### src/rtl/t1_sync_pkg.sv
package t1_sync_pkg;
  typedef enum logic [1:0] {
    ST_QUAL = 2'd0,
    ST_SYNC = 2'd1,
    ST_HOLD = 2'd2
  } sup_state_e;
endpackage

### src/rtl/t1_resync_trigger.sv
module t1_resync_trigger (
  input  logic clk_i,
  input  logic rst_ni,
  input  logic resync_i,
  output logic rise_o
);
  logic resync_q;

  always_ff @(posedge clk_i or negedge rst_ni) begin
    if (!rst_ni) resync_q <= 1'b0;
    else         resync_q <= resync_i;
  end

  assign rise_o = resync_i & ~resync_q;

  // a held level never yields two consecutive triggers
  a_r11_single_rise: assert property (@(posedge clk_i) disable iff (!rst_ni)
    rise_o |=> !rise_o);
endmodule

### src/rtl/t1_oof_window.sv
module t1_oof_window #(
  parameter int WIN = 6
) (
  input  logic clk_i,
  input  logic rst_ni,
  input  logic clear_i,
  input  logic bit_valid_i,
  input  logic bit_err_i,
  input  logic sel1_i,
  input  logic sel2_i,
  output logic oof_hit_o
);
  localparam int ONES_W = $clog2(WIN + 1);

  logic [WIN-1:0]    win_q, win_nx, mask;
  logic [ONES_W-1:0] ones;
  int                depth;

  assign win_nx = {win_q[WIN-2:0], bit_err_i};

  always_comb begin
    depth = sel2_i ? WIN : (sel1_i ? WIN - 1 : WIN - 2);
    ones  = '0;
    for (int i = 0; i < WIN; i++) begin
      mask[i] = (i < depth);
      ones    = ones + ONES_W'(win_nx[i] & mask[i]);
    end
  end

  assign oof_hit_o = bit_valid_i && (ones >= ONES_W'(2));

  always_ff @(posedge clk_i or negedge rst_ni) begin
    if (!rst_ni)          win_q <= '0;
    else if (clear_i)     win_q <= '0;
    else if (bit_valid_i) win_q <= win_nx;
  end

  // an emptied history cannot reach two errors on the next bit
  a_r7_empty_after_clear: assert property (@(posedge clk_i) disable iff (!rst_ni)
    clear_i |=> !oof_hit_o);
endmodule

### src/rtl/t1_sync_qualifier.sv
module t1_sync_qualifier #(
  parameter int QUAL_SHORT = 10,
  parameter int QUAL_LONG  = 24
) (
  input  logic clk_i,
  input  logic rst_ni,
  input  logic clear_i,
  input  logic active_i,
  input  logic bit_valid_i,
  input  logic bit_err_i,
  input  logic bit_ft_i,
  input  logic esf_i,
  input  logic crit_i,
  input  logic long_i,
  input  logic crc_valid_i,
  input  logic crc_ok_i,
  output logic done_o,
  output logic fail_o
);
  localparam int CNT_W = $clog2(QUAL_LONG + 1);

  logic [CNT_W-1:0] cnt_q, cnt_inc, target;
  logic phase_q, crc_wait_q;
  logic relevant, take, hit_end, seq_step, need_crc, crc_res;

  assign target  = long_i ? CNT_W'(QUAL_LONG) : CNT_W'(QUAL_SHORT);
  assign cnt_inc = cnt_q + CNT_W'(1);

  always_comb begin
    // sequential D4: phase 0 counts Ft, phase 1 counts Fs
    relevant = esf_i || crit_i || (phase_q ? !bit_ft_i : bit_ft_i);
    take     = active_i && bit_valid_i && relevant && !crc_wait_q;
    hit_end  = take && !bit_err_i && (cnt_inc == target);
    seq_step = hit_end && !esf_i && !crit_i && !phase_q;
    need_crc = hit_end && esf_i && crit_i;
    crc_res  = active_i && crc_wait_q && crc_valid_i;
    done_o   = (hit_end && !seq_step && !need_crc) || (crc_res && crc_ok_i);
    fail_o   = (take && bit_err_i) || (crc_res && !crc_ok_i);
  end

  always_ff @(posedge clk_i or negedge rst_ni) begin
    if (!rst_ni) begin
      cnt_q <= '0; phase_q <= 1'b0; crc_wait_q <= 1'b0;
    end else if (clear_i || done_o || fail_o) begin
      cnt_q <= '0; phase_q <= 1'b0; crc_wait_q <= 1'b0;
    end else if (seq_step) begin
      cnt_q <= '0; phase_q <= 1'b1;
    end else if (need_crc) begin
      crc_wait_q <= 1'b1;
    end else if (take && !bit_err_i) begin
      cnt_q <= cnt_inc;
    end
  end

  // a single clock never both declares and rejects
  a_r6_done_fail_excl: assert property (@(posedge clk_i) disable iff (!rst_ni)
    !(done_o && fail_o));
  // count never passes the selected run length
  a_r2_cnt_bound: assert property (@(posedge clk_i) disable iff (!rst_ni)
    cnt_q <= CNT_W'(QUAL_LONG));
endmodule

### src/rtl/t1_sync_supervisor.sv
module t1_sync_supervisor
  import t1_sync_pkg::*;
#(
  parameter int QUAL_SHORT = 10,
  parameter int QUAL_LONG  = 24,
  parameter int WIN        = 6
) (
  input  logic clk_i,
  input  logic rst_ni,
  input  logic esf_mode_i,
  input  logic oof_sel1_i,
  input  logic oof_sel2_i,
  input  logic sync_crit_i,
  input  logic sync_long_i,
  input  logic auto_crit_i,
  input  logic auto_dis_i,
  input  logic resync_i,
  input  logic fbit_valid_i,
  input  logic fbit_err_i,
  input  logic fbit_ft_i,
  input  logic carrier_loss_i,
  input  logic crc_valid_i,
  input  logic crc_ok_i,
  output logic in_sync_o,
  output logic search_req_o
);
  sup_state_e state_q, st_nx;
  logic man_rise, oof_hit, q_done, q_fail, q_clear, req_nx;

  t1_resync_trigger u_trig (
    .clk_i, .rst_ni, .resync_i, .rise_o(man_rise)
  );

  t1_oof_window #(.WIN(WIN)) u_win (
    .clk_i, .rst_ni,
    .clear_i    (q_done),
    .bit_valid_i(fbit_valid_i && state_q == ST_SYNC),
    .bit_err_i  (fbit_err_i),
    .sel1_i     (oof_sel1_i),
    .sel2_i     (oof_sel2_i),
    .oof_hit_o  (oof_hit)
  );

  t1_sync_qualifier #(.QUAL_SHORT(QUAL_SHORT), .QUAL_LONG(QUAL_LONG)) u_qual (
    .clk_i, .rst_ni,
    .clear_i    (q_clear),
    .active_i   (state_q == ST_QUAL),
    .bit_valid_i(fbit_valid_i),
    .bit_err_i  (fbit_err_i),
    .bit_ft_i   (fbit_ft_i),
    .esf_i      (esf_mode_i),
    .crit_i     (sync_crit_i),
    .long_i     (sync_long_i),
    .crc_valid_i,
    .crc_ok_i,
    .done_o     (q_done),
    .fail_o     (q_fail)
  );

  always_comb begin
    st_nx   = state_q;
    req_nx  = 1'b0;
    q_clear = 1'b0;
    if (man_rise) begin
      st_nx = ST_QUAL; req_nx = 1'b1; q_clear = 1'b1;
    end else begin
      unique case (state_q)
        ST_SYNC: begin
          if (oof_hit) begin
            if (!auto_dis_i) begin
              st_nx = ST_QUAL; req_nx = 1'b1; q_clear = 1'b1;
            end else begin
              st_nx = ST_HOLD;
            end
          end else if (carrier_loss_i && !auto_crit_i && !auto_dis_i) begin
            st_nx = ST_QUAL; req_nx = 1'b1; q_clear = 1'b1;
          end
        end
        ST_QUAL: begin
          if (q_done)      st_nx = ST_SYNC;
          else if (q_fail) req_nx = 1'b1;
        end
        default: st_nx = state_q;
      endcase
    end
  end

  always_ff @(posedge clk_i or negedge rst_ni) begin
    if (!rst_ni) begin
      state_q      <= ST_QUAL;
      search_req_o <= 1'b0;
    end else begin
      state_q      <= st_nx;
      search_req_o <= req_nx;
    end
  end

  assign in_sync_o = (state_q == ST_SYNC);

  // automatic resync on out-of-frame
  a_r8_auto_resync: assert property (@(posedge clk_i) disable iff (!rst_ni)
    (state_q == ST_SYNC && oof_hit && !auto_dis_i) |=> (search_req_o && !in_sync_o));
  // holding state issues no requests
  a_r10_hold_quiet: assert property (@(posedge clk_i) disable iff (!rst_ni)
    (state_q == ST_HOLD && $past(state_q == ST_HOLD)) |-> !search_req_o);
  // manual edge always requests a search
  a_r11_rise_req: assert property (@(posedge clk_i) disable iff (!rst_ni)
    man_rise |=> (search_req_o && !in_sync_o));
  // sync is only entered from qualification
  a_r2_sync_from_qual: assert property (@(posedge clk_i) disable iff (!rst_ni)
    $rose(in_sync_o) |-> $past(state_q == ST_QUAL));
endmodule

### config.mk
export PLATFORM = sky130hd
export DESIGN_NAME = t1_sync_supervisor
export DESIGN_NICKNAME = d
export VERILOG_FILES = /design/src/rtl/t1_sync_pkg.sv /design/src/rtl/t1_resync_trigger.sv /design/src/rtl/t1_oof_window.sv /design/src/rtl/t1_sync_qualifier.sv /design/src/rtl/t1_sync_supervisor.sv
export SDC_FILE = /design/constraint.sdc
export NUM_CORES = 1
export LEC_CHECK = 0
export BUFFER_PORTS_ARGS = -buffer_cell sky130_fd_sc_hd__buf_2
export CAP_MARGIN = 25
export CORE_ASPECT_RATIO = 1.5
export CORE_MARGIN = 1.5
export CORE_UTILIZATION = 40
export CTS_CLUSTER_SIZE = 30
export DETAILED_ROUTE_END_ITERATION = 10
export REMOVE_ABC_BUFFERS = 1
export SLEW_MARGIN = 15
export SYNTH_ARGS = -nofsm -noshare
export SYNTH_HDL_FRONTEND = slang
export SYNTH_HIERARCHICAL = 1
export SYNTH_SLANG_ARGS = --single-unit
### constraint.sdc
create_clock -name clk_i -period 3.55 [get_ports clk_i]
set_input_delay 0.8875 -clock clk_i [delete_from_list [all_inputs] [get_ports clk_i]]
set_output_delay 0.8875 -clock clk_i [all_outputs]
set_load 0.01 [all_outputs]
==> implementation parameters, run 1 <==
Parameter                              Value

Run status
  Status    complete, no violations

Critical path
  Highest-delay cell along the critical path    fa_1
  Data arrival time of the worst path    around 3.8 ns
  Crit path required time    between 3 and 4 ns
  Largest driver fanout on the critical path    6
  Critical path's top delay family    adder cells
  CP Launch Type    primary input
  Combined buffer and inverter count along the critical path    3
  Top cell by count, worst path    fa_1
  Capturing element type of the critical path    flop
  Largest stage delay, worst path    just under 0.5 ns
  Worst setup slack for register-to-register paths    approximately 0.38 ns
  Cell chain of the critical path    buf_6 > o21a_1 > fa_1 > inv_1 > fa_1 > nand2b_4 > fa_1 > a21boi_2 > o211ai_1 > nand2b_1 > nor2_2 > o311ai_4 > buf_4 > nor2_2
  Startpoint of the lowest-slack register-to-register path    u_win/win_q[3]$_DFFE_PN0P_
  R2r worst-path depth    13
  Type of the worst setup path    in -> reg
  Reg2reg end    u_qual/crc_wait_q$_DFFE_PN0P_

Timing
  TNS Setup    0 ns
  Time the worst path needs with I/O delays and setup    around 3.5 ns
  Count of final max-slew check failures    0
  RSZ-0062 raised after global routing    true
  Peak Freq    283 MHz
  Relative slew margins    0.736
  WHS    slightly above 0.5 ns
  Portion of the clock cycle consumed by the worst path in the final layout    0.995
  Actual slew at the worst max-slew pin    0.393 ns
  Final hold violation count    0
  Clock skew    between 0.001 and 0.0015 ns
  Final WS setup    0.0177 ns
  Final-report setup violation count    0

Cells and area
  Layout cells sized above 1    0.319
  Most used cells in the layout excluding fill and tap cells    16 x buf_2, 16 x dfrtp_1, 9 x nor2_1, 7 x inv_1, 7 x nand3_1
  Final Net Count    around 160
  Antenna cells    0
  # fillers    ~240
  Synth-to-Final Area Change    20.7%

Power and ir drop
  Leakage power of the design    0.561 nW
  Worst VDD drop    roughly 0.2 mV
  Fraction of power consumed by sequential logic    0.550
  Internal power of the cells    about 0.26 mW
  Part of the total power dissipated in combinational logic    0.189
  Switching part of the total    0.269
  Fraction of power consumed by the clock network    0.261
  Total net switching power    about 0.095 mW
  Total power after layout    ~0.35 mW
  PwrDens    274 nW/um^2

Floorplanning
  Top-level I/O count    18
  Effective utilization at floorplan    0.427
  # rows    22
  Area of the die    between 3000 and 4000 um^2
  Placeable Area    approximately 2500 um^2
  Vertical extent of the die    66.3 um
  Die outline width    between 40 and 50 um

Routing
  DR WL/cell    12.2 um
  First drt pass iteration count    4
  Drt total wl    2090 um
  Count of routing violations after the opening detailed-route iteration    22
  Count of antenna-violating nets left after detailed routing    0
  Via Count    ~900
  Routed vias/inst    approximately 5.3
  DRC errors left    0

Global route
  First-pass GRT wire length    about 3800 um
  Number of antenna violations at the first check in global routing    0
  Global routing met2 resource utilization    0.295
  Gr usage total    0.172
  Overflow after GRT    0
  Most used routing layer    met2
  Maximum number of pins on one net before global-route repair    17
  Global-route met1 utilization    0.192
  Via count of the first global-routing pass    about 920
  Global-route met3 utilization    0.0219

Logic synthesis
  Flop and latch count out of synthesis    16
  Yosys warning total    6
  Async set-reset flop share out of synthesis    1.00
  Mean area per synthesized cell    a little under 10 um^2
  Share of Yosys cell area claimed by the top area cell type    0.374
  Primary flip-flop cell chosen by synthesis mapping    dfrtp_1
  Dominant combinational cell family by area after synthesis    simple AND/OR/NAND/NOR gates
  Share of cell area taken by muxes after synthesis    0.0468
  Biggest area consumer among synthesized cells    dfrtp_1
  Xor/xnor share of the synthesized area    0.0725
  Biggest area contributors in the synthesized netlist    dfrtp_1 37%, fa_1 5.6%, mux2i_1 4.7%
  EDFF count, synth    0
  Post-synthesis cell area    between 1000 and 1500 um^2
  Synthesized-area fraction occupied by ao, oa, aoi and oai cells    0.158
  Seq/Total Area, Yosys    0.374
  Cell variety after synth    40
  Adder-cell area share of the yosys netlist    0.0678
  Simple-gate share of the synthesized area    0.242
  Gate Count Post-Synth    between 100 and 150

Clock tree
  TritonCTS Sinks    16
  Clk Tree Root Cell    clkbuf_4
  Hold buffers post-CTS    0
  Largest buffer count on any clock path    2
  CTS clk-pin slew, worst paths    around 0.090 ns
  Clock tree from TritonCTS    yes
  H-tree levels    1
  Number of clock buffers inserted by TritonCTS    3
  Clk_lat worst skew    between 0.2 and 0.3 ns

Place
  Port Buffer Count    17
  Worst slack, placed    -0.386 ns
  Post-detail-place hpwl    1590 um
  GP Congestion    0.795

Run
  Number of maximum-capacitance constraint violations    0

Worst hold path
  Class of the tightest hold or removal check    in -> async
==> power by group through the flow <==
stage	sequential (mW)	clock, mW	combinational (mW)
2_1_floorplan	0.198	0	0.0364
3_3_place_gp	0.198	0	0.0586
3_5_place_dp	0.198	0	0.0594
4_1_cts	0.195	0.0982	0.0630
5_1_grt	0.196	0.105	0.0759
6_report	0.195	0.0922	0.0669
==> per-layer routing <==
layer / routed length, um / share of wire
met1: 876 / 0.42
met2: 1100 / 0.52
met3: 80 / 0.038
met4: 38 / 0.018
met5: 0 / 0
==> sequential cells by signal, summed over array words and instances, names as in the netlist <==
name and count:
u_qual/cnt_q 5, state_q 2, u_qual/crc_wait_q 1, u_win/win_q 5, search_req_o 1, u_qual/phase_q 1
u_trig/resync_q 1
==> cell families after synthesis <==
kind of cell	count (synthesis)
buffers and inverters	9
XOR/XNOR	8
AO/OA/AOI/OAI	25
AND/OR/NAND/NOR	43
multiplexers	5
adder cells (fa/ha/maj)	4
flip-flops	16
==> worst max-delay path by stage <==
stage	cells past startpoint	startpoint	endpoint
global placement	13	oof_sel2_i	u_qual/cnt_q[2]$_DFFE_PN0P_
global route	14	oof_sel2_i	u_qual/phase_q$_DFFE_PN0P_
finish	14	oof_sel2_i	u_qual/crc_wait_q$_DFFE_PN0P_
CTS	13	oof_sel2_i	u_qual/cnt_q[2]$_DFFE_PN0P_
detailed placement	13	oof_sel2_i	u_qual/cnt_q[2]$_DFFE_PN0P_
floorplan	12	oof_sel2_i	u_qual/cnt_q[2]$_DFFE_PN0P_
==> synth_stat cells (all sizes together) (3+ instances only) <==
cell    n
xnor2   4
dfrtp  16
inv     8
a21oi   5
nand3   8
fa      3
a31oi   5
nand2   6
xor2    4
o21ai   7
nor2   13
mux2i   5
==> layout make-up <==
class                   instances  area [um^2]  area share
repair buffers                 23          136       0.106
well taps                      36         45.0      0.0349
flip-flops and latches         16          400       0.310
inverters                       8         30.0      0.0233
clock buffers                   3         22.5      0.0174
multi-input cells              85          657       0.509
==> metrics by stage <==
step	instances	util	cell area [um^2]
finish	171	0.515	1290
global route	171	0.515	1290
CTS	170	0.503	1260
detailed placement	163	0.478	1200
global placement	163	0.478	1200
floorplan	109	-	1060
==> what timing repair did <==
action / in CTS / in global routing
endpoints found under the setup margin: 2 / 6
pin swaps: 4 / 4
gates resized for setup: 3 / 5
buffers inserted: 4 / 1
gates cloned: 0 / 0
Power figures use the tool's default switching activity.
==> run 2, diff against run 1 <==
--- a/config.mk
+++ b/config.mk
@@ -12,6 +12,7 @@
 export CORE_UTILIZATION = 40
 export CTS_CLUSTER_SIZE = 30
 export DETAILED_ROUTE_END_ITERATION = 10
+export MAX_ROUTING_LAYER = met4
 export REMOVE_ABC_BUFFERS = 1
 export SLEW_MARGIN = 15
 export SYNTH_ARGS = -nofsm -noshare
==> run 2 against run 1 <==
- critical path depth unchanged
- sequential power is essentially flat
- first-iteration DRC count increased by 23%
- wire length unchanged
- clock-buffer cell count stayed put
- setup slack worse by 0.0013 ns
- clock skew fell by 0.00067 ns
- highest routed layer unchanged
- combinational power about the same
==> implementation parameters, run 2 (synthesis results as in run 1) <==
Parameter                              Value

Timing
  RSZ-0062 raised after global routing    true
  Relative slew margins    0.737 (+0.00139)
  Final hold violation count    0 (unchanged)
  Count of final max-slew check failures    0 (unchanged)
  Time the worst path needs with I/O delays and setup    3.53 ns (+0.00128 ns)
  Final WS setup    0.0164 ns (-0.00128 ns)
  Peak Freq    283 MHz (about the same)
  Actual slew at the worst max-slew pin    0.391 ns (-0.00207 ns)
  Clock skew    0.000823 ns (-0.000671 ns)
  Final-report setup violation count    0 (unchanged)
  TNS Setup    0 ns (unchanged)
  WHS    0.507 ns (+0.0000130 ns)
  Portion of the clock cycle consumed by the worst path in the final layout    0.995 (about the same)

Power and ir drop
  Total power after layout    0.353 mW (about the same)
  Leakage power of the design    0.561 nW (unchanged)
  Worst VDD drop    0.199 mV (-0.37%)
  PwrDens    274 nW/um^2 (about the same)

Global route
  Via count of the first global-routing pass    911 (-0.44%)
  First-pass GRT wire length    3790 um (unchanged)
  Gr usage total    0.176 (+0.00433)
  Maximum number of pins on one net before global-route repair    17 (unchanged)
  Overflow after GRT    0 (unchanged)
  Number of antenna violations at the first check in global routing    0 (unchanged)

Clock tree
  TritonCTS Sinks    16 (unchanged)
  Clk_lat worst skew    0.28 ns (about the same)
  CTS clk-pin slew, worst paths    0.09 ns (about the same)
  Hold buffers post-CTS    0 (unchanged)
  Clock tree from TritonCTS    yes
  Number of clock buffers inserted by TritonCTS    3 (unchanged)
  H-tree levels    1 (unchanged)
  Largest buffer count on any clock path    2 (unchanged)
  Clk Tree Root Cell    clkbuf_4

Routing
  Count of antenna-violating nets left after detailed routing    0 (unchanged)
  Routed vias/inst    5.18 (-1.3%)
  Count of routing violations after the opening detailed-route iteration    27 (+23%)
  DRC errors left    0 (unchanged)
  DR WL/cell    12.2 um (unchanged)
  Drt total wl    2090 um (unchanged)
  First drt pass iteration count    4 (unchanged)
  Via Count    886 (-1.3%)

Floorplanning
  Area of the die    3000 um^2 (unchanged)
  Vertical extent of the die    66.3 um (unchanged)
  Die outline width    45.2 um (unchanged)
  Top-level I/O count    18 (unchanged)
  Effective utilization at floorplan    0.427 (unchanged)
  # rows    22 (unchanged)
  Placeable Area    2500 um^2 (unchanged)

Critical path
  Startpoint of the lowest-slack register-to-register path    u_win/win_q[3]$_DFFE_PN0P_
  Capturing element type of the critical path    flop
  Type of the worst setup path    in -> reg
  Data arrival time of the worst path    3.75 ns (about the same)
  CP Launch Type    primary input
  Origin of the worst setup path    oof_sel2_i
  Largest driver fanout on the critical path    6 (unchanged)
  Crit path required time    3.77 ns (about the same)

Place
  Worst slack, placed    -0.386 ns (unchanged)
  GP Congestion    0.806 (+1.4%)
  Post-detail-place hpwl    1590 um (unchanged)
  Port Buffer Count    17 (unchanged)
  Placed Instance Area    1200 um^2 (unchanged)
  Cell count after placement    163 (unchanged)

Cells and area
  Antenna cells    0 (unchanged)
  Most used cells in the layout excluding fill and tap cells    16 x buf_2, 16 x dfrtp_1, 9 x nor2_1, 7 x inv_1, 7 x nand3_1
  Layout cells sized above 1    0.319 (unchanged)
  Final Util    0.515 (unchanged)
  # fillers    239 (unchanged)
  Largest registers    u_qual/cnt_q: 5 flops, u_win/win_q: 5 flops, state_q: 2 flops
  Final Non-Filler Cells    171 (unchanged)
  Footprint of the multi-input gates    657 um^2 (unchanged)
  Final Net Count    157 (unchanged)
  Synth-to-Final Area Change    20.7% (unchanged)
  Post-route cell area    1290 um^2 (unchanged)
  Flip-flop and latch area    400 um^2 (unchanged)

Run status
  Status    complete, no violations

Run
  Number of maximum-capacitance constraint violations    0 (unchanged)

Worst hold path
  Class of the tightest hold or removal check    in -> async
[run 2: cell counts in the layout (fill, tap and decap cells not counted)]
Identical to the previous run, type by type.
[run 2: routing by layer]
layer  routed length (um)  track usage  vias to the layer above
met1                  889        0.192                      423
met4                   38        0.107                        0
met3                   73       0.0219                        4
met2                 1090        0.295                       18
met5                    0            -                        -
li1                     -            -                      441
[run 2: critical path, stage by stage]
cell and delay, ns:
buf_6 0.09, o21a_1 0.18, fa_1 0.47, inv_1 0.05, fa_1 0.45, nand2b_4 0.15, fa_1 0.49, a21boi_2 0.06
o211ai_1 0.23, nand2b_1 0.10, nor2_2 0.15, o311ai_4 0.15, buf_4 0.18, nor2_2 0.09
[run 2: layout make-up]
| cell class | instances | area share |
|---|---|---|
| repair buffers | 23 | 0.106 |
| multi-input cells | 85 | 0.509 |
| well taps | 36 | 0.0349 |
| clock buffers | 3 | 0.0174 |
| inverters | 8 | 0.0233 |
| flip-flops and latches | 16 | 0.310 |
[run 2: worst paths after layout]
check	end	slack [ns]	depth (start not counted)
setup / recovery	u_qual/crc_wait_q$_DFFE_PN0P_	0.02	14
hold / removal	u_qual/phase_q$_DFFE_PN0P_	0.51	1
setup reg to reg	u_qual/crc_wait_q$_DFFE_PN0P_	0.38	13
hold reg to reg	u_win/win_q[4]$_DFFE_PN0P_	0.53	2
max in group asynchronous	u_qual/cnt_q[1]$_DFFE_PN0P_	2.78	1
min in group clk_i	u_win/win_q[4]$_DFFE_PN0P_	0.53	2
[run 2: timing repair]
item	4_1_cts	5_1_grt
setup endpoints to repair	2	6
pin swaps	4	4
resized for setup	3	5
buffers inserted	4	1
[run 2: where the power goes]
group / internal, mW / switching, mW / total, mW
combinational: 0.0307 / 0.0362 / 0.0669
clock: 0.0393 / 0.0527 / 0.0921
sequential: 0.189 / 0.00597 / 0.194
==> run 3, diff against run 2 <==
--- a/config.mk
+++ b/config.mk
@@ -12,6 +12,7 @@
 export CORE_UTILIZATION = 40
 export CTS_CLUSTER_SIZE = 30
 export DETAILED_ROUTE_END_ITERATION = 10
+export GPL_TIMING_DRIVEN = 0
 export MAX_ROUTING_LAYER = met4
 export REMOVE_ABC_BUFFERS = 1
 export SLEW_MARGIN = 15
==> run 3 against run 2 <==
- worst hold slack worse by 0.012 ns
- critical path type unchanged
- die area stayed put
- largest power group unchanged
- maximum frequency is 0.21% higher
- highest routed layer unchanged
- sequential share of layout area is 0.68 points lower
- first-iteration DRC count is 56% lower
- via count is 2.8% higher
- design area is 2.2% higher
- critical path depth stayed put
- sequential power hardly changed
==> implementation parameters, run 3 (synthesis results as in run 1) <==
Parameter                              Value

Critical path
  Origin of the worst setup path    oof_sel2_i
  Largest driver fanout on the critical path    5 (-1)
  Capturing element type of the critical path    flop
  CP Launch Type    primary input
  Worst setup slack for register-to-register paths    0.38 ns (about the same)
  Data arrival time of the worst path    3.75 ns (about the same)
  Startpoint of the lowest-slack register-to-register path    u_win/win_q[3]$_DFFE_PN0P_
  Largest stage delay, worst path    0.49 ns (about the same)
  Critical path's top delay family    adder cells
  Highest-delay cell along the critical path    fa_1
  Top cell by count, worst path    fa_1
  Combined buffer and inverter count along the critical path    3 (unchanged)
  Crit path required time    3.77 ns (about the same)
  Type of the worst setup path    in -> reg
  Cell chain of the critical path    buf_6 > o21a_1 > fa_1 > inv_1 > fa_1 > nand2b_4 > fa_1 > a21boi_2 > o211ai_1 > nand2b_1 > nor2_2 > o311ai_4 > buf_4 > a21oi_2

Routing
  Count of routing violations after the opening detailed-route iteration    12 (-56%)
  DRC errors left    0 (unchanged)
  Total routed wire length on the met1 layer    855 um (-3.8%)
  Detailed route wirelength on metal2    1250 um (+15%)
  Top routing layer used    met4
  DR WL/cell    13.0 um (+6.2%)
  Routed vias/inst    5.30 (+2.2%)
  Via Count    911 (+2.8%)
  Count of antenna-violating nets left after detailed routing    0 (unchanged)
  Total met3 wirelength after detailed routing    69 um (-5.5%)
  First drt pass iteration count    4 (unchanged)
  Drt total wl    2240 um (+6.8%)

Cells and area
  Final Util    0.527 (+0.0115)
  Post-route cell area    1320 um^2 (+2.2%)
  Antenna cells    0 (unchanged)
  Largest registers    u_qual/cnt_q: 5 flops, u_win/win_q: 5 flops, state_q: 2 flops
  Synth-to-Final Area Change    23.4%
  Final Net Count    158 (+0.64%)
  Most used cells in the layout excluding fill and tap cells    16 x buf_2, 16 x dfrtp_1, 9 x nor2_1, 7 x inv_1, 7 x nand3_1
  Layout cells sized above 1    0.338 (+0.0197)
  # fillers    240 (+0.42%)

Timing
  Final WS setup    0.0238 ns (+0.00738 ns)
  Actual slew at the worst max-slew pin    0.389 ns (-0.00177 ns)
  Final-report setup violation count    0 (unchanged)
  Final hold violation count    0 (unchanged)
  Count of final max-slew check failures    0 (unchanged)
  Time the worst path needs with I/O delays and setup    3.53 ns (-0.00738 ns)
  Peak Freq    284 MHz (+0.21%)
  Portion of the clock cycle consumed by the worst path in the final layout    0.993 (-0.00208)
  TNS Setup    0 ns (unchanged)
  Clock skew    0.00207 ns (+0.00125 ns)
  RSZ-0062 raised after global routing    true
  Relative slew margins    0.738 (+0.000977)

Floorplanning
  # rows    22 (unchanged)
  Die outline width    45.2 um (unchanged)
  Area of the die    3000 um^2 (unchanged)
  Top-level I/O count    18 (unchanged)
  Effective utilization at floorplan    0.427 (unchanged)
  Placeable Area    2500 um^2 (unchanged)
  Vertical extent of the die    66.3 um (unchanged)

Power and ir drop
  Internal power of the cells    0.261 mW (+1.1%)
  Leakage power of the design    0.568 nW (+1.3%)
  Total net switching power    0.101 mW (+6.4%)
  PwrDens    275 nW/um^2 (+0.29%)
  Switching part of the total    0.279 (+0.0101)
  Part of the total power dissipated in combinational logic    0.200 (+0.011)
  Fraction of power consumed by the clock network    0.262 (+0.002)
  Fraction of power consumed by sequential logic    0.537 (-0.013)
  Total power after layout    0.362 mW (+2.5%)
  Worst VDD drop    0.190 mV (-4.2%)

Clock tree
  TritonCTS Sinks    16 (unchanged)
  Hold buffers post-CTS    0 (unchanged)
  Number of clock buffers inserted by TritonCTS    3 (unchanged)
  Clock tree from TritonCTS    yes
  Largest buffer count on any clock path    2 (unchanged)
  H-tree levels    1 (unchanged)
  CTS clk-pin slew, worst paths    0.09 ns (about the same)
  Clk Tree Root Cell    clkbuf_4
  Clk_lat worst skew    0.29 ns (about the same)

Global route
  Maximum number of pins on one net before global-route repair    17 (unchanged)
  Number of antenna violations at the first check in global routing    0 (unchanged)
  Via count of the first global-routing pass    889 (-2.4%)
  First-pass GRT wire length    3600 um (-4.9%)
  Overflow after GRT    0 (unchanged)
  Gr usage total    0.170 (-0.00597)

Worst hold path
  Class of the tightest hold or removal check    in -> async

Place
  Placed Instance Area    1190 um^2 (-0.63%)
  Port Buffer Count    17 (unchanged)
  GP Congestion    0.771 (-4.4%)
  Post-detail-place hpwl    1620 um (+1.6%)
  Worst slack, placed    -0.497 ns (-0.110 ns)

Run
  Number of maximum-capacitance constraint violations    0 (unchanged)

Run status
  Status    complete, no violations
run 3: cell types whose count changed in the layout (fill, tap and decap cells not counted):
cell,delta
a21oi_1,-2
a21oi_2,+2
buf_6,+1
nor2_2,-2
nor2_4,+2
run 3: final cells by class:
type / instances / area, um^2 / area share
inverter: 8 / 30.0 / 0.0227
timing repair buffer: 24 / 148 / 0.112
sequential: 16 / 400 / 0.303
tap: 36 / 45.0 / 0.0341
multi-input combinational: 85 / 674 / 0.511
clock buffer: 3 / 22.5 / 0.0171
run 3: power groups by stage:
stage	combinational, mW	clock [mW]	sequential, mW
2_1_floorplan	0.0364	0	0.198
3_3_place_gp	0.0580	0	0.198
3_5_place_dp	0.0599	0	0.198
4_1_cts	0.0686	0.100	0.195
5_1_grt	0.0803	0.106	0.196
6_report	0.0726	0.0950	0.195
run 3: what timing repair did:
action	4_1_cts	5_1_grt
setup buffers	5	2
pin swaps	5	5
resized for setup	5	8
endpoints found under the setup margin	7	5
run 3: worst register-to-register path, stage by stage, from the launching register on:
cell and delay (ns):
dfrtp_1 0.40, o21a_1 0.12, fa_1 0.48, inv_1 0.05, fa_1 0.43, nand2b_4 0.15, fa_1 0.49, a21boi_2 0.06
o211ai_1 0.24, nand2b_1 0.10, nor2_2 0.15, o311ai_4 0.15, buf_4 0.19, a21oi_2 0.09
run 3: final timing paths:
path,end,depth (start not counted)
max reg2reg,u_qual/cnt_q[1]$_DFFE_PN0P_,13
max,u_qual/cnt_q[1]$_DFFE_PN0P_,14
max in group asynchronous,u_qual/cnt_q[2]$_DFFE_PN0P_,1
min reg2reg,u_win/win_q[4]$_DFFE_PN0P_,2
min in group clk_i,u_win/win_q[4]$_DFFE_PN0P_,2
min,u_qual/cnt_q[4]$_DFFE_PN0P_,1
run 3: metal layers:
layer,vias to the layer above,global-route usage
li1,441,-
met1,445,0.176
met2,20,0.300
met3,5,0.0164
met4,0,0.0993
met5,-,-
run 3: metrics by stage:
step | hold WS [ns] | std cells
after detailed placement | 0.537 | 162
final | 0.495 | 172
after floorplan | 0.487 | 109
after global routing | 0.526 | 172
after CTS | 0.503 | 170
after global placement | 0.514 | 162
